[src/rtl/instr_decode_ctrl.sv]
module instr_decode_ctrl #(
  parameter int IW = 32
) (
  input  logic [IW-1:0] instr,
  output logic          dst_sel_rd,
  output logic          imm_sel,
  output logic          wb_from_mem,
  output logic          rf_we,
  output logic          dmem_re,
  output logic          dmem_we,
  output logic          is_branch,
  output logic          is_jump,
  output logic [1:0]    alu_cls,
  output logic [2:0]    alu_fn
);
  localparam logic [5:0] OP_REG  = 6'b000000;
  localparam logic [5:0] OP_LOAD = 6'b100011;
  localparam logic [5:0] OP_STOR = 6'b101011;
  localparam logic [5:0] OP_BEQ  = 6'b000100;
  localparam logic [5:0] OP_JMP  = 6'b000010;

  logic [5:0] opc, fn;
  logic [9:0] ctl;

  assign opc = instr[31:26];
  assign fn  = instr[5:0];

  always_comb begin
    unique case (opc)
      OP_REG:  ctl = 10'b1001_0000_10;
      OP_LOAD: ctl = 10'b0111_1000_00;
      OP_STOR: ctl = 10'b0100_0100_00;
      OP_BEQ:  ctl = 10'b0000_0010_01;
      OP_JMP:  ctl = 10'b0000_0001_00;
      default: ctl = 10'b0000_0000_00;
    endcase
  end

  assign {dst_sel_rd, imm_sel, wb_from_mem, rf_we,
          dmem_re, dmem_we, is_branch, is_jump, alu_cls} = ctl;

  always_comb begin
    alu_fn = 3'b010;
    if (alu_cls == 2'b01) alu_fn = 3'b110;
    else if (alu_cls[1]) begin
      case (fn)
        6'b100010: alu_fn = 3'b110;
        6'b100100: alu_fn = 3'b000;
        6'b100101: alu_fn = 3'b001;
        6'b101010: alu_fn = 3'b111;
        default:   alu_fn = 3'b010;
      endcase
    end
  end
endmodule


[config.mk]
export PLATFORM = sky130hd
export DESIGN_NAME = instr_decode_ctrl
export DESIGN_NICKNAME = d
export VERILOG_FILES = /design/src/rtl/instr_decode_ctrl.sv
export SDC_FILE = /design/constraint.sdc
export NUM_CORES = 1
export LEC_CHECK = 0
export CAP_MARGIN = 30
export CELL_PAD_IN_SITES_DETAIL_PLACEMENT = 1
export CELL_PAD_IN_SITES_GLOBAL_PLACEMENT = 1
export CORE_MARGIN = 3
export CORE_UTILIZATION = 10
export DETAILED_ROUTE_END_ITERATION = 8
export PLACE_DENSITY_LB_ADDON = 0.1
export SLEW_MARGIN = 15
export SYNTH_ARGS = -nofsm -noshare
export SYNTH_HDL_FRONTEND = slang
export SYNTH_SLANG_ARGS = --single-unit
export TNS_END_PERCENT = 50
[constraint.sdc]
create_clock -name vclk -period 3.27
set_clock_uncertainty 0.1 [all_clocks]
set_input_delay 0.4905 -clock vclk [all_inputs]
set_output_delay 0.4905 -clock vclk [all_outputs]
set_load 0.02 [all_outputs]
### Word-level counts from Yosys, hierarchy flattened

Cells that the tools add are included.

* input port bits: 32
* register bits after elaboration: 0

* equality and inequality tests: 9
* muxes and demuxes: 4
* reduce and logical (&&, ||, !) cells: 1

Operator list (number)
* one-hot mux 10 bit (5 select lines): 1
* == test 6 bit (second input constant): 6
* one-hot mux 3 bit (4 select lines): 1
* == test 6 x 2 -> 1 bit (second input constant): 1
* == test 6 x 3 -> 1 bit (second input constant): 1
* zero test 6 bit: 1
* 2-to-1 mux 3 bit: 2
* == test 2 x 1 -> 1 bit (second input constant): 1

### Depth between registers and ports, before layout

* depth in word-level cells: 4
* depth in mapped cells: 4
* gate-level depth less buffers: 3

### Worst setup path before layout

Ideal clock, no wire load.

* path type: input to output
* from: input port instr[30]
* to: output port alu_fn[2]
* stages: 3
* arrival time: 1.630 ns
* slack: 1.050 ns
* path buffers: 0
* cells stage by stage: or4_4 -> nor3_4 -> a41o_1

* cells in the longest elaborated chain, start to end: 4

RTL lines
* from (decl): RTL line 4 `input logic [IW-1:0] instr,`
* == test 6 x 2 -> 1 bit, or another cell as far along: RTL line 29 `unique case (opc)`
* one-hot mux 10 bit (5 select lines) *: RTL line 29
* == test 2 x 1 -> 1 bit / 2-to-1 mux 3 bit (equally long branches): RTL line 44, 45
* 2-to-1 mux 3 bit *: RTL line 44 `if (alu_cls == 2'b01) alu_fn = 3'b110;`
* to (decl): RTL line 14 `output logic [2:0] alu_fn`

Mark *: on every way between the ends. The rest lies on a longest branch, timed or not.

### Worst setup path in the final report

Same ends and word-level chain as after synthesis.

==> flow_results.xml <==
<?xml version="1.0" encoding="UTF-8"?>
<metrics>
  <group name="finish">
    <metric name="syn2layout_area_growth" unit="%">146</metric>
    <metric name="seq_area" unit="um^2">0</metric>
    <metric name="finished_core_util" unit="%">26.8</metric>
    <metric name="design.final.nets" unit="">80</metric>
    <metric name="final.clkbuf_count" unit="">0</metric>
    <metric name="n_sequential_cell" unit="">0</metric>
    <metric name="final_cell_mix" unit="">25 x sky130_fd_sc_hd__clkdlybuf4s50_1, 4 x sky130_fd_sc_hd__nor2_1, 2 x sky130_fd_sc_hd__and3_1, 2 x sky130_fd_sc_hd__inv_1, 2 x sky130_fd_sc_hd__nor3b_1</metric>
    <metric name="stdcell_count" unit="">62</metric>
    <metric name="antenna_cells_inserted" unit="">0</metric>
    <metric name="post_route_cells_drive_above_1_share" unit="%">6.52</metric>
    <metric name="finalInstanceArea" unit="um^2">418</metric>
    <metric name="layout.cells.most_common" unit="">sky130_fd_sc_hd__clkdlybuf4s50_1</metric>
  </group>
  <group name="timing">
    <metric name="post-route-min-period" unit="ps">3130</metric>
    <metric name="rsz_0062_raised_after_global_routing" unit="">no</metric>
    <metric name="maxSlewHeadroom" unit="%">82.0</metric>
    <metric name="finalSetupViolations" unit="">0</metric>
    <metric name="setup_ws" unit="ps">141</metric>
    <metric name="hold_slack" unit="ps">1990</metric>
    <metric name="finalCritPeriodShare" unit="%">95.7</metric>
    <metric name="slew_viol_final" unit="">0</metric>
    <metric name="timing.setup.tns" unit="ps">0</metric>
    <metric name="hold_violations" unit="">0</metric>
    <metric name="max_clock_freq" unit="MHz">320</metric>
    <metric name="tightest_slew" unit="ps">267</metric>
  </group>
  <group name="worst_setup_path">
    <metric name="cp_max_fo" unit="">4</metric>
    <metric name="max_stage_delay" unit="ps">600</metric>
    <metric name="worst_ep_arrival_time" unit="ps">2540</metric>
    <metric name="worst-setup-path-type" unit="">in2out</metric>
    <metric name="critical-path-top-cell-by-count" unit="">sky130_fd_sc_hd__clkdlybuf4s50_1</metric>
    <metric name="startpoint_type" unit="">primary input</metric>
    <metric name="worst_ep_required_time" unit="ps">2680</metric>
    <metric name="standard_cell_with_the_maximum_stage_delay_on_the_critical_path" unit="">sky130_fd_sc_hd__clkdlybuf4s50_1</metric>
    <metric name="path_cells" unit="">clkdlybuf4s50_1, or4_4, nor3_4, a41o_1, clkdlybuf4s50_1</metric>
    <metric name="worst_setup_path_end_kind" unit="">output pin</metric>
  </group>
  <group name="global_route">
    <metric name="global_route_wire_length_before_repair" unit="um">1220</metric>
    <metric name="grt_start_max_net_pins" unit="">7</metric>
    <metric name="number_of_antenna_violations_at_the_first_check_in_global_routing" unit="">0</metric>
    <metric name="first_global_vias" unit="">300</metric>
    <metric name="grt_overflow" unit="">0</metric>
    <metric name="grt_usage" unit="%">6.98</metric>
  </group>
  <group name="cts">
    <metric name="buffers_inserted_during_post_cts_setup_optimization" unit="">0</metric>
    <metric name="cts_hold_repair.buffers" unit="">0</metric>
    <metric name="post_cts_resize_count" unit="">0</metric>
  </group>
  <group name="place">
    <metric name="placedInstanceArea" unit="um^2">418</metric>
    <metric name="dp.final_hpwl" unit="um">672</metric>
    <metric name="place_ws" unit="ps">140</metric>
    <metric name="gp_congestion" unit="">0.664</metric>
    <metric name="number_of_placed_instances_with_taps_included" unit="">62</metric>
    <metric name="numPortBuffers" unit="">25</metric>
  </group>
  <group name="synth">
    <metric name="yosysWarnings" unit="">0</metric>
    <metric name="synth_sequential_area_ratio" unit="%">0</metric>
    <metric name="synth.net_count" unit="">56</metric>
    <metric name="synth.top_cells.by_area" unit="">sky130_fd_sc_hd__buf_4 13%, sky130_fd_sc_hd__nor3_4 9.6%, sky130_fd_sc_hd__nor2_1 8.8%</metric>
    <metric name="yosys.cell_types.count" unit="">16</metric>
    <metric name="syn-instance-count" unit="">24</metric>
    <metric name="synth_area_per_cell" unit="um^2">7.09</metric>
    <metric name="cell_type_with_the_highest_aggregate_area_in_the_netlist" unit="">sky130_fd_sc_hd__buf_4</metric>
    <metric name="yosys.area.top_type_share" unit="%">13.2</metric>
    <metric name="syn_area" unit="um^2">170</metric>
  </group>
  <group name="pwr">
    <metric name="power.ir.vdd_worst" unit="mV">0.0241</metric>
    <metric name="report.power.total" unit="mW">0.0304</metric>
    <metric name="power.density" unit="nW/um^2">72.9</metric>
    <metric name="power.leakage" unit="nW">0.157</metric>
  </group>
  <group name="route">
    <metric name="routed_wl" unit="um">738</metric>
    <metric name="vias_per_cell" unit="">4.50</metric>
    <metric name="vias" unit="">279</metric>
    <metric name="drc" unit="">0</metric>
    <metric name="wl_per_cell" unit="um">11.9</metric>
    <metric name="final_antenna_net_count" unit="">0</metric>
    <metric name="drt_iter0_markers" unit="">2</metric>
    <metric name="firstDrtPassIters" unit="">2</metric>
  </group>
  <group name="die">
    <metric name="core-area" unit="um^2">1560</metric>
    <metric name="floorplan.initialDensity" unit="%">10.9</metric>
    <metric name="pin_count" unit="">45</metric>
    <metric name="die_y" unit="um">47.3</metric>
    <metric name="die-width" unit="um">47.3</metric>
    <metric name="fp.dieArea" unit="um^2">2230</metric>
    <metric name="std_cell_rows" unit="">14</metric>
  </group>
  <group name="run">
    <metric name="number_of_max_cap_violations" unit="">0</metric>
  </group>
  <group name="run_status">
    <metric name="run_status" unit="">finished clean</metric>
  </group>
  <group name="hold_path">
    <metric name="tightest_hold_check_type" unit="">in2out</metric>
  </group>
</metrics>
==> kinds of logic after synthesis <==
family          count (synthesis)  share of synthesized area, %
simple gates                   16                          66.9
buf+inv                         5                          17.6
compound gates                  3                          15.4
==> worst max-delay path: cells and delay by family <==
| kind | cells | cell delay [ps] |
|---|---|---|
| buffers and inverters | 2 | 1070 |
| AOI/OAI and AO/OA | 1 | 200 |
| and+or+nand+nor | 2 | 780 |
==> layer usage <==
| metal | part of all wire (%) | global-route usage [%] |
|---|---|---|
| met1 | 44 | 9.82 |
| met2 | 50 | 12.3 |
| met3 | 5.8 | 0.383 |
| met4 | 0 | 0 |
| met5 | 0 | 0 |
==> power breakdown <==
| part | internal [mW] | leakage (nW) | switching (mW) |
|---|---|---|---|
| registers | 0 | 0 | 0 |
| clock network | 0 | 0 | 0 |
| logic | 0.0184 | 0.157 | 0.0121 |
==> cell usage after synthesis, drive strengths merged <==
library cell	n
or4	1
nand2	1
a32oi	1
inv	2
and4bb	1
buf	3
a41o	1
or4b	1
nor3	2
nand4	1
nor3b	2
nor2	4
and3	2
o21bai	1
nor4	1
==> layout make-up <==
type | count | area (um^2)
Fill cell | 189 | 1140
Inverter | 2 | 7.51
Tap cell | 16 | 20.0
Timing Repair Buffer | 25 | 250
Multi-Input combinational cell | 19 | 140
==> worst paths after layout <==
kind	end	from	cells past startpoint
max	alu_fn[2]	instr[30]	5
min	alu_fn[0]	instr[5]	4
Power figures use the tool's default switching activity.
